File: config.mk
export PLATFORM = sky130hd
export DESIGN_NAME = rcs_status
export DESIGN_NICKNAME = d
export VERILOG_FILES = /design/src/rtl/rcs_pkg.sv /design/src/rtl/rcs_prio.sv /design/src/rtl/rcs_flag_upd.sv /design/src/rtl/rcs_pc_sel.sv /design/src/rtl/rcs_status.sv
export SDC_FILE = /design/constraint.sdc
export NUM_CORES = 1
export LEC_CHECK = 0
export ABC_AREA = 1
export BUFFER_PORTS_ARGS = -buffer_cell sky130_fd_sc_hd__buf_4
export CORE_ASPECT_RATIO = 1.4
export CORE_UTILIZATION = 48
export CTS_CLUSTER_SIZE = 20
export DETAILED_ROUTE_END_ITERATION = 10
export PLACE_DENSITY = 0.82
export SETUP_SLACK_MARGIN = 0.3
export SYNTH_ARGS = -nofsm -noshare
export SYNTH_HDL_FRONTEND = slang
export SYNTH_HIERARCHICAL = 1
export SYNTH_SLANG_ARGS = --single-unit
File: constraint.sdc
create_clock -name clk -period 0.9 [get_ports clk]
set_input_delay 0.18 -clock clk [delete_from_list [all_inputs] [get_ports clk]]
set_output_delay 0.18 -clock clk [all_outputs]
set_load 0.02 [all_outputs]
File: src/rtl/rcs_pkg.sv
package rcs_pkg;
    localparam int FLAG_W   = 8;
    localparam int BCFG_W   = 2;
    localparam logic [BCFG_W-1:0] BCFG_SW = 2'b01;
    localparam logic [FLAG_W-1:0] WR_MASK = 8'b0001_1111;

    typedef enum logic [1:0] {
        PM_FULL  = 2'b00,
        PM_RUN   = 2'b01,
        PM_IDLE  = 2'b10,
        PM_SLEEP = 2'b11
    } pwr_mode_e;

    typedef enum logic [3:0] {
        CA_NONE, CA_POR, CA_BOR, CA_XCLR, CA_WDT,
        CA_SOVF, CA_SUNF, CA_SWR, CA_IRQ
    } cause_e;

    typedef enum logic [1:0] {
        ST_RUN, ST_RESET, ST_WAKE
    } st_e;

    typedef struct packed {
        logic sbe;
        logic sunf;
        logic sovf;
        logic brn;
        logic pon;
        logic pdn;
        logic tmo;
        logic swr;
    } flags_t;
endpackage

File: src/rtl/rcs_prio.sv
module rcs_prio
    import rcs_pkg::*;
(
    input  logic   ev_por,
    input  logic   ev_bor,
    input  logic   ev_xclr,
    input  logic   ev_wdt,
    input  logic   ev_sovf,
    input  logic   ev_sunf,
    input  logic   ev_swrst,
    input  logic   ev_irq,
    output cause_e cause
);
    // Fixed priority: highest listed first.
    always_comb begin
        if (ev_por)        cause = CA_POR;
        else if (ev_bor)   cause = CA_BOR;
        else if (ev_xclr)  cause = CA_XCLR;
        else if (ev_wdt)   cause = CA_WDT;
        else if (ev_sovf)  cause = CA_SOVF;
        else if (ev_sunf)  cause = CA_SUNF;
        else if (ev_swrst) cause = CA_SWR;
        else if (ev_irq)   cause = CA_IRQ;
        else               cause = CA_NONE;
    end
endmodule

File: src/rtl/rcs_flag_upd.sv
module rcs_flag_upd
    import rcs_pkg::*;
(
    input  cause_e             cause,
    input  logic [1:0]         pwr_mode,
    input  logic               stk_rst_en,
    input  logic [BCFG_W-1:0]  bor_cfg,
    input  flags_t             cur,
    input  logic               wr_en,
    input  logic [FLAG_W-1:0]  wr_data,
    output flags_t             nxt,
    output logic               is_reset,
    output logic               is_wake
);
    logic low_pwr;
    logic sw_bor;

    assign low_pwr = pwr_mode[1];
    assign sw_bor  = (bor_cfg == BCFG_SW);

    always_comb begin
        nxt      = cur;
        is_reset = 1'b0;
        is_wake  = 1'b0;
        unique case (cause)
            CA_POR: begin
                nxt.swr  = 1'b1;
                nxt.tmo  = 1'b1;
                nxt.pdn  = 1'b1;
                nxt.pon  = 1'b0;
                nxt.brn  = 1'b0;
                nxt.sovf = 1'b0;
                nxt.sunf = 1'b0;
                nxt.sbe  = sw_bor;
                is_reset = 1'b1;
            end
            CA_BOR: begin
                nxt.swr  = 1'b1;
                nxt.tmo  = 1'b1;
                nxt.pdn  = 1'b1;
                nxt.brn  = 1'b0;
                is_reset = 1'b1;
            end
            CA_XCLR: begin
                if (pwr_mode != PM_FULL) nxt.tmo = 1'b1;
                if (low_pwr)             nxt.pdn = 1'b0;
                is_reset = 1'b1;
            end
            CA_WDT: begin
                nxt.tmo = 1'b0;
                if (low_pwr) begin
                    nxt.pdn = 1'b0;
                    is_wake = 1'b1;
                end else begin
                    is_reset = 1'b1;
                end
            end
            CA_SOVF: begin
                nxt.sovf = 1'b1;
                is_reset = stk_rst_en;
            end
            CA_SUNF: begin
                nxt.sunf = 1'b1;
                is_reset = stk_rst_en;
            end
            CA_SWR: begin
                nxt.swr  = 1'b0;
                is_reset = 1'b1;
            end
            CA_IRQ: begin
                nxt.pdn = 1'b0;
                is_wake = 1'b1;
            end
            CA_NONE: begin
                if (wr_en) nxt = flags_t'(cur | (wr_data & WR_MASK));
            end
            default: ;
        endcase
        // Non-power-on resets keep sbe only under software brown-out control.
        if (is_reset && cause != CA_POR && !sw_bor) nxt.sbe = 1'b0;
    end
endmodule

File: src/rtl/rcs_pc_sel.sv
module rcs_pc_sel
    import rcs_pkg::*;
#(
    parameter int PC_W   = 16,
    parameter int VEC_HI = 'h008,
    parameter int VEC_LO = 'h018,
    parameter int STEP   = 2
) (
    input  cause_e            cause,
    input  logic              is_reset,
    input  logic              hi_gie,
    input  logic              lo_gie,
    input  logic [PC_W-1:0]   cur_pc,
    output logic [PC_W-1:0]   tgt_pc
);
    localparam logic [PC_W-1:0] V_HI = PC_W'(VEC_HI);
    localparam logic [PC_W-1:0] V_LO = PC_W'(VEC_LO);
    localparam logic [PC_W-1:0] INC  = PC_W'(STEP);

    always_comb begin
        if (is_reset)                      tgt_pc = '0;
        else if (cause == CA_IRQ && hi_gie) tgt_pc = V_HI;
        else if (cause == CA_IRQ && lo_gie) tgt_pc = V_LO;
        else                               tgt_pc = cur_pc + INC;
    end
endmodule

File: src/rtl/rcs_status.sv
module rcs_status
    import rcs_pkg::*;
#(
    parameter int PC_W = 16
) (
    input  logic              clk,
    input  logic              rst_n,
    input  logic              ev_por,
    input  logic              ev_bor,
    input  logic              ev_xclr,
    input  logic              ev_wdt,
    input  logic              ev_sovf,
    input  logic              ev_sunf,
    input  logic              ev_swrst,
    input  logic              ev_irq,
    input  logic [1:0]        pwr_mode,
    input  logic              stk_rst_en,
    input  logic [1:0]        bor_cfg,
    input  logic              hi_gie,
    input  logic              lo_gie,
    input  logic [PC_W-1:0]   cur_pc,
    input  logic              wr_en,
    input  logic [7:0]        wr_data,
    output logic [7:0]        status,
    output logic              reset_req,
    output logic              wake_req,
    output logic [PC_W-1:0]   next_pc
);
    cause_e          cause;
    flags_t          flg_q, flg_d;
    logic            is_reset, is_wake;
    logic [PC_W-1:0] tgt_pc, pc_q;
    st_e             st_q, st_d;

    rcs_prio u_prio (
        .ev_por   (ev_por),
        .ev_bor   (ev_bor),
        .ev_xclr  (ev_xclr),
        .ev_wdt   (ev_wdt),
        .ev_sovf  (ev_sovf),
        .ev_sunf  (ev_sunf),
        .ev_swrst (ev_swrst),
        .ev_irq   (ev_irq),
        .cause    (cause)
    );

    rcs_flag_upd u_upd (
        .cause      (cause),
        .pwr_mode   (pwr_mode),
        .stk_rst_en (stk_rst_en),
        .bor_cfg    (bor_cfg),
        .cur        (flg_q),
        .wr_en      (wr_en),
        .wr_data    (wr_data),
        .nxt        (flg_d),
        .is_reset   (is_reset),
        .is_wake    (is_wake)
    );

    rcs_pc_sel #(.PC_W(PC_W)) u_pc (
        .cause    (cause),
        .is_reset (is_reset),
        .hi_gie   (hi_gie),
        .lo_gie   (lo_gie),
        .cur_pc   (cur_pc),
        .tgt_pc   (tgt_pc)
    );

    // Next-state selection.
    always_comb begin
        if (is_reset)     st_d = ST_RESET;
        else if (is_wake) st_d = ST_WAKE;
        else              st_d = ST_RUN;
    end

    // State register.
    always_ff @(posedge clk or negedge rst_n) begin
        if (!rst_n) st_q <= ST_RUN;
        else        st_q <= st_d;
    end

    // Flag and restart-address registers.
    always_ff @(posedge clk or negedge rst_n) begin
        if (!rst_n) begin
            flg_q <= '0;
            pc_q  <= '0;
        end else begin
            flg_q <= flg_d;
            if (is_reset || is_wake) pc_q <= tgt_pc;
        end
    end

    // Outputs decoded from state.
    always_comb begin
        reset_req = 1'b0;
        wake_req  = 1'b0;
        unique case (st_q)
            ST_RUN:   ;
            ST_RESET: reset_req = 1'b1;
            ST_WAKE:  wake_req  = 1'b1;
            default:  ;
        endcase
    end

    assign status  = flg_q;
    assign next_pc = pc_q;
endmodule

==> qor.yml, run 1 <==
status: "stopped before the end"
haltStage: "global routing"
stop_error: "[ERROR GRT-0232] Routing congestion too high. Check the congestion heatmap in the GUI."
port_buffers: 64
dpl.hpwl_mm: 4.34
clockBufferDepth: 2
syn-cell-area_sq_um: 1710
netlist_top_cells_area: "dfrtp_1, nand2_1, nor2_1"
cts_made_buffers: 3
synth_top_cell_by_area: "dfrtp_1"
grt.total_usage: 0.993
cts.sinks: 26
die_x_um: 52.4
syn-instance-count: 260
die_y_um: 72.5
synth.distinct_cells: 24
grt-ovfl-total: 412
grt_max_degree: 27
htree_levels: 1
synth-seq-cells: 26
fp-row-count: 25
worst-ep-kind: "register input"
yosys_warnings: 6
initial_utilization: 0.505
dp_cells: 403
cts-root-buf: "clkbuf_8"
place_congestion: 0.839
yosys.area.top_type_share: 0.382
boundaryPins: 68
syn-num-nets: 303
repair-timing-grt-worst-ep: "next_pc[12]$_DFFE_PN0P_/D"
syn_area_per_cell_sq_um: 6.56
place_ws_ps: -1050
synth.yosys.seq_area_share: 0.382
## through the flow
step | utilization | TNS (ps) | hold slack, ps | instance area (sq um)
after floorplan | - | -14840 | -116 | 1820
after global placement | 0.793 | -20740 | 106 | 2680
after detailed placement | 0.793 | -22730 | 109 | 2680
after CTS | 0.927 | -16520 | -190 | 3130
## cell families after synthesis
logic type,after synthesis,synth area share
simple gates,154,0.379
compound gates,36,0.114
fa+ha+maj,1,0.00734
buf+inv,37,0.0873
xor+xnor,6,0.0308
flops,26,0.382
## repair_timing
| item | in CTS |
|---|---|
| gates resized for setup | 88 |
| setup buffers | 12 |
| gates cloned | 1 |
| pin swaps | 27 |
| setup endpoints to repair | 52 |
| endpoints found under the hold margin | 26 |
## synthesized netlist by cell type (all sizes together)
| library cell | count |
|---|---|
| dfrtp | 26 |
| a21oi | 8 |
| xor2 | 3 |
| a211oi | 1 |
| ha | 1 |
| nand3 | 11 |
| xnor2 | 3 |
| o221ai | 1 |
| a31oi | 1 |
| nor2 | 52 |
| nor4 | 1 |
| nand2 | 86 |
| o21ai | 21 |
| nand4 | 4 |
| o21bai | 1 |
| o21a | 1 |
| inv | 34 |
| buf | 3 |
| o22ai | 2 |
## routing by layer
| metal | GRT usage | overflow |
|---|---|---|
| met1 | 0.832 | 1 |
| met2 | 1.39 | 292 |
| met3 | 0.604 | 1 |
| met4 | 1.26 | 118 |
| met5 | 0.0303 | 0 |
==> inputs of run 2 (changes only) <==
--- a/config.mk
+++ b/config.mk
@@ -7,12 +7,9 @@
 export LEC_CHECK = 0
 export ABC_AREA = 1
 export BUFFER_PORTS_ARGS = -buffer_cell sky130_fd_sc_hd__buf_4
-export CORE_ASPECT_RATIO = 1.4
-export CORE_UTILIZATION = 48
-export CTS_CLUSTER_SIZE = 20
+export CORE_UTILIZATION = 38
 export DETAILED_ROUTE_END_ITERATION = 10
-export PLACE_DENSITY = 0.82
-export SETUP_SLACK_MARGIN = 0.3
+export PLACE_DENSITY_LB_ADDON = 0.15
 export SYNTH_ARGS = -nofsm -noshare
 export SYNTH_HDL_FRONTEND = slang
 export SYNTH_HIERARCHICAL = 1
==> run 2 against run 1 <==
Net effect:
- synthesized cell count is the same
- the flow now finishes, with violations (negative setup slack)
- synthesized area is the same
==> qor.yml, run 2 <==
min_period_ps: 1740
grt_max_degree: 27
die_y_um: 69.0  # was 72.5 um
initial_utilization: 0.412  # was 0.505
cts-root-buf: "clkbuf_8"  # unchanged
drtAntennaViolNets: 0
cp.required_ps: 1130
cts.sinks: 26  # unchanged
hold_viol: 0
combPwrFrac: 0.396
boundaryPins: 68  # unchanged
start_kind: "input pin"
endpoint_kind: "flop"
antenna_found_initial: 0
syn_area_per_cell_sq_um: 6.56  # unchanged
top_layer_used: "met4"
viasPerCell: 4.92
syn-cell-area_sq_um: 1710  # unchanged
wl_met1_mm: 2.47
min_period_over_period: 1.93
cpMostUsedCell: "nand2_2"
wl_per_cell_um: 13.5
reg2reg_slack_ps: -100
dpl.hpwl_mm: 3.74  # was 4.34 mm
coreArea_sq_um: 4140
fin_skew_ps: 0
clockBufferDepth: 2  # unchanged
syn-num-nets: 303  # unchanged
syn-instance-count: 260  # unchanged
met2_length_mm: 3.13
final_common_cell: "buf_4"
p_seq_frac: 0.346
synthFlopType: "dfrtp_1"  # unchanged
violations: "negative setup slack"
synth_top_cell_by_area: "dfrtp_1"  # unchanged
dp_cells: 415  # was 403
max_slew_margin: 0.772
synthArstFlopShare: 1.00  # unchanged
yosys_warnings: 6  # unchanged
grt_pass1_vias: 2067
critPathSlowestCell: "a21oi_4"
p_sw_mw: 1.27
synth.yosys.seq_area_share: 0.382  # unchanged
clkLatencyLatePin_ps: 280
netlist_top_cells_area: "dfrtp_1, nand2_1, nor2_1"  # unchanged
synth.most_common_cell: "nand2_1"  # unchanged
final_cell_mix: "buf_4, nand2_1, buf_6"
antenna_cells: 0
die_area_sq_um: 4760
routed_wl_mm: 6.03
slew_viol_final: 0
grt.total_usage: 0.255
setup_violations: 52
syn2layout_area_growth_pct: 92.0
rsz0062_at_grt: "true"
place_congestion: 0.867  # was 0.839
final_layout_size_suffix_gt1_frac: 0.518
timing.setup.tns_ps: -19860
dr.pass1.iters: 4
port_buffers: 64  # unchanged
grt_pass1_wl_mm: 9.05
layout.nets: 442
status: "complete, but fails checks"  # was stopped before the end
powerDensity_nw_per_um2: 1200
fmax_mhz: 575
cts_tree: "done"
crit_chain: "buf_8 > nor2_4 > o21ai_2 > a21oi_4 > nor2_2 > nand2_2 > nand2_2 > nand2_2 > nand3_4 > inv_4 > nand2_4 > nor2_4 > inv_4 > nor2_1 > o21ai_1 > nand2_1"
cp_top_family: "simple AND/OR/NAND/NOR gates"
dr_total_vias: 2202
p_int_mw: 2.67
arrival_ps: 1970
die_x_um: 69.0  # was 52.4 um
synth.distinct_cells: 24  # unchanged
fp-row-count: 23  # was 25
yosys.area.top_type_share: 0.382  # unchanged
clk_pin_slew_ps: 100
swShare: 0.322
grt-ovfl-total: 0
crit_buf_inv: 3
leakage_nw: 1.70
setup_slack_ps: -840
synth-seq-cells: 26  # unchanged
hold_path_class: "in -> reg"
cap_violations: 0
largest_reg_flops: 16
critPathKind: "in -> reg"
drc: 0
synth_common_cells: "nand2_1, nor2_1, inv_1"  # unchanged
worst_ir_drop_vdd_v: 0.000662
finalPower_mw: 3.94
htree_levels: 1  # unchanged
fillers: 267
synth_edf_count: 0  # unchanged
clkPwrFrac: 0.259
drtIter0Drc: 155
place_ws_ps: -1020  # was -1050 ps
max_slew.worst_pin.slew_ps: 342
cts_made_buffers: 3  # unchanged
final_cells: 448
critPathMaxStageDelay_ps: 270
crit_fanout: 8
wl_met3_um: 300
==> run 2: cell counts after synthesis <==
No cell type changed its count.
==> run 2: metrics by stage <==
step / hold WS (ps) / util / area (sq um)
floorplan: -116 / - / 1780
global placement: 109 / 0.637 / 2640
detailed placement: 112 / 0.637 / 2640
CTS: 143 / 0.747 / 3090
global route: 163 / 0.790 / 3270
finish: 134 / 0.790 / 3270
==> run 2: cells by family after synthesis <==
group	Yosys count	synth area share
compound gates	36	0.114
xor+xnor	6	0.0308
flops	26	0.382
fa+ha+maj	1	0.00734
simple gates	154	0.379
buf+inv	37	0.0873
==> run 2: cell type report <==
cell class	instances	area, sq um	share of cell area
Timing Repair Buffer	137	1200	0.368
Multi-Input combinational cell	197	1150	0.350
Sequential cell	26	651	0.199
Inverter	34	138	0.0420
Tap cell	50	62.6	0.0191
Clock buffer	3	41.3	0.0126
Clock inverter	1	30.0	0.00917
==> run 2: worst register-to-register path, stage by stage (launching register included) <==
cell and delay (ps):
dfrtp_1 400, buf_4 150, nor2_1 90, nand2_1 50, nor2_1 110, o221ai_2 90
==> run 2: routing by layer <==
layer | GRT usage | up-vias
li1 | - | 1099
met1 | 0.316 | 1006
met2 | 0.451 | 82
met3 | 0.0329 | 15
met4 | 0.0842 | 0
met5 | 0 | -
==> run 2: final timing paths <==
path / end / depth (start not counted) / start
setup / recovery: next_pc[6] / 16 / ev_sovf
hold / removal: status[7] / 4 / bor_cfg[1]
setup reg to reg: status[1] / 5 / status[1]
hold reg to reg: next_pc[2] / 2 / next_pc[2]
max in group asynchronous: next_pc[6] / 2 / rst_n
min in group asynchronous: status[4] / 2 / rst_n
==> run 2: power by group through the flow <==
stage	sequential, mW	combinational [mW]	clock (mW)
global route	1.38	1.68	1.04
global placement	1.36	1.14	0
floorplan	1.49	0.406	0
finish	1.36	1.56	1.02
detailed placement	1.37	1.15	0
CTS	1.36	1.40	1.00
==> run 2: repair_timing <==
action	CTS	global route
hold endpoints to repair	26	0
buffers inserted	19	9
gates cloned	1	0
pin swaps	20	16
hold buffers	1	0
setup endpoints to repair	52	52
gates resized for setup	72	38
(Power assumes the default switching activity.)
==> inputs of run 3 (changes only) <==
==> constraint.sdc (replaced) <==
create_clock -name clk -period 0.9 [get_ports clk]
set_input_delay 0.18 -clock clk [delete_from_list [all_inputs] [get_ports clk]]
set_output_delay 0.18 -clock clk [all_outputs]
set_load 0.005 [all_outputs]
==> run 3 against run 2 <==
Net effect:
- the flow still finishes with violations (negative setup slack)
- core utilization grew 3.8 points
- maximum frequency up 0.40%
- via count rose by 5.0%
- wire length rose by 9.6%
- hold slack improved by 14 ps
- combinational power down 3%
- die area is the same
- register-to-register slack got worse by 50 ps
- cell count grew 2.7%
- clock-buffer cell count increased by 1
- non-clock buffer count increased by 12
- largest cell class unchanged
==> qor.yml, run 3 (synthesis results as in run 2) <==
htree_levels: 1  # unchanged
cpMostUsedCell: "nand2_1"  # was nand2_2
drtIter0Drc: 139  # was 155
holdWs_ps: 148  # was 134 ps
startpoint: "ev_por"  # was ev_sovf
top_layer_used: "met4"  # unchanged
boundaryPins: 68  # unchanged
grt_pass1_wl_mm: 8.57  # was 9.05 mm
place_congestion: 0.866  # was 0.867
syn2layout_area_growth_pct: 101  # was 92.0%
cts_tree: "done"  # unchanged
final_layout_size_suffix_gt1_frac: 0.532  # was 0.518
violations: "negative setup slack"  # unchanged
place_area_sq_um: 2650  # was 2640 sq um
setup.worst_path.end: "next_pc[7]"  # was next_pc[6]
final_cell_mix: "buf_4, nand2_1, buf_6"  # unchanged
grt_pass1_vias: 2058  # was 2067
cts_made_buffers: 3  # unchanged
cts.sinks: 26  # unchanged
fmax_mhz: 577  # was 575 MHz
max_slew.worst_pin.slew_ps: 342  # about the same
dr.pass1.iters: 4  # unchanged
clockBufferDepth: 2  # unchanged
grt.total_usage: 0.242  # was 0.255
leakage_nw: 1.79  # was 1.70 nW
hold_path_class: "in -> reg"  # unchanged
port_buffers: 64  # unchanged
cp_num_cells: 17  # was 16
regToRegStartpoint: "status[1]"  # unchanged
hold_viol: 0  # unchanged
rr_worst_depth: 5  # unchanged
die_x_um: 69.0  # unchanged
wl_met3_um: 396  # was 300 um
viasPerCell: 5.03  # was 4.92
routed_wl_mm: 6.61  # was 6.03 mm
setup_slack_ps: -833  # was -840 ps
max_slew_margin: 0.772  # about the same
reg2reg_slack_ps: -150  # was -100 ps
arrival_ps: 1950  # was 1970 ps
final_common_cell: "buf_4"  # unchanged
r2r_end: "status[1]"  # unchanged
die_area_sq_um: 4760  # unchanged
dr_total_vias: 2313  # was 2202
start_kind: "input pin"  # unchanged
fin_skew_ps: 0  # unchanged
layout.nets: 454  # was 442
critPathKind: "in -> reg"  # unchanged
min_period_over_period: 1.93  # about the same
crit_buf_inv: 6  # was 3
initial_utilization: 0.412  # unchanged
drc: 0  # unchanged
antenna_cells: 0  # unchanged
timing.setup.tns_ps: -18330  # was -19860 ps
cap_violations: 0  # unchanged
clkLatencyLatePin_ps: 280  # about the same
antenna_found_initial: 0  # unchanged
crit_fanout: 8  # unchanged
cp.required_ps: 1120  # was 1130 ps
endpoint_kind: "flop"  # unchanged
critPathMaxStageDelay_ps: 220  # was 270 ps
drtAntennaViolNets: 0  # unchanged
cp_top_family: "simple AND/OR/NAND/NOR gates"  # unchanged
met2_length_mm: 3.40  # was 3.13 mm
grt_max_degree: 27  # unchanged
powerDensity_nw_per_um2: 1060  # was 1200 nW/um^2
wl_met1_mm: 2.62  # was 2.47 mm
slew_viol_final: 0  # unchanged
setup_violations: 52  # unchanged
dpl.hpwl_mm: 3.79  # was 3.74 mm
critPathSlowestCell: "nor2_4"  # was a21oi_4
clk_pin_slew_ps: 90  # was 100 ps
fillers: 225  # was 267
holdPathStages: 4  # unchanged
coreArea_sq_um: 4140  # unchanged
fp-row-count: 23  # unchanged
worst_ir_drop_vdd_v: 0.000643  # was 0.000662 V
min_period_ps: 1730  # was 1740 ps
status: "complete, but fails checks"  # unchanged
die_y_um: 69.0  # unchanged
cts-root-buf: "clkbuf_8"  # unchanged
grt-ovfl-total: 0  # unchanged
rsz0062_at_grt: "true"  # unchanged
fin_area_sq_um: 3430  # was 3270 sq um
crit_chain: "buf_8 > nor2_4 > buf_4 > a21oi_4 > nand2_1 > inv_1 > nand2_1 > nand2_1 > inv_2 > nand3_4 > inv_4 > nand2_4 > nor2_4 > inv_4 > nor2_1 > o21ai_1 > nand2_1"  # was buf_8 > nor2_4 > o21ai_2 > a21oi_4 > nor2_2 > nand2_2 > nand2_2 > nand2_2 > nand3_4 > inv_4 > nand2_4 > nor2_4 > inv_4 > nor2_1 > o21ai_1 > nand2_1
largest_reg_flops: 16  # unchanged
wl_per_cell_um: 14.4  # was 13.5 um
[run 3: cell types whose count changed in the layout (fill, tap and decap cells not counted), moves of 3 or more]
cell and delta:
buf_6 +16, nand2_1 +3, nor2_2 +3, nand2_2 -5, nor2_1 -4, buf_4 -5
[run 3: worst min-delay path: stages]
cell	delay (ps)
buf_4	80
inv_1	30
nand2_1	40
a21oi_1	60
[run 3: power by group]
group          internal [mW]  switching [mW]
clock                  0.392           0.377
sequential              1.28          0.0896
combinational          0.853           0.656
[run 3: layout make-up]
| cell class | instances | area, sq um | area share |
|---|---|---|---|
| inverter | 34 | 138 | 0.0401 |
| clock buffer | 4 | 55.1 | 0.0160 |
| timing repair buffer | 149 | 1370 | 0.400 |
| sequential | 26 | 651 | 0.190 |
| multi-input combinational | 197 | 1150 | 0.336 |
| tap | 50 | 62.6 | 0.0182 |
[run 3: per-stage QoR]
step	util	worst slack (ps)	total power, mW	instances
final	0.828	-833	3.65	460
after CTS	0.755	-624	3.41	447
after global placement	0.639	-982	2.38	416
after floorplan	-	-752	1.77	260
after global routing	0.828	-978	3.82	460
after detailed placement	0.639	-1020	2.39	416
[run 3: per-layer routing]
metal  vias up  track usage
met5         -            0
met4         0       0.0867
met3        23       0.0263
met2       103        0.443
met1      1073        0.288
li1       1114            -
[run 3: how the worst min path moves through the flow]
stage | startpoint | to
3_5_place_dp | rst_n | status[4]
4_1_cts | bor_cfg[1] | status[7]
3_3_place_gp | rst_n | status[2]
6_report | bor_cfg[1] | status[7]
2_1_floorplan | rst_n | next_pc[0]
5_1_grt | bor_cfg[1] | status[7]
[run 3: timing repair]
action / in CTS / in global routing
buffers inserted: 27 / 18
pin swaps: 31 / 29
hold buffers: 1 / 0
hold endpoints to repair: 26 / 0
endpoints found under the setup margin: 52 / 52
gates cloned: 1 / 1
gates resized for setup: 72 / 59
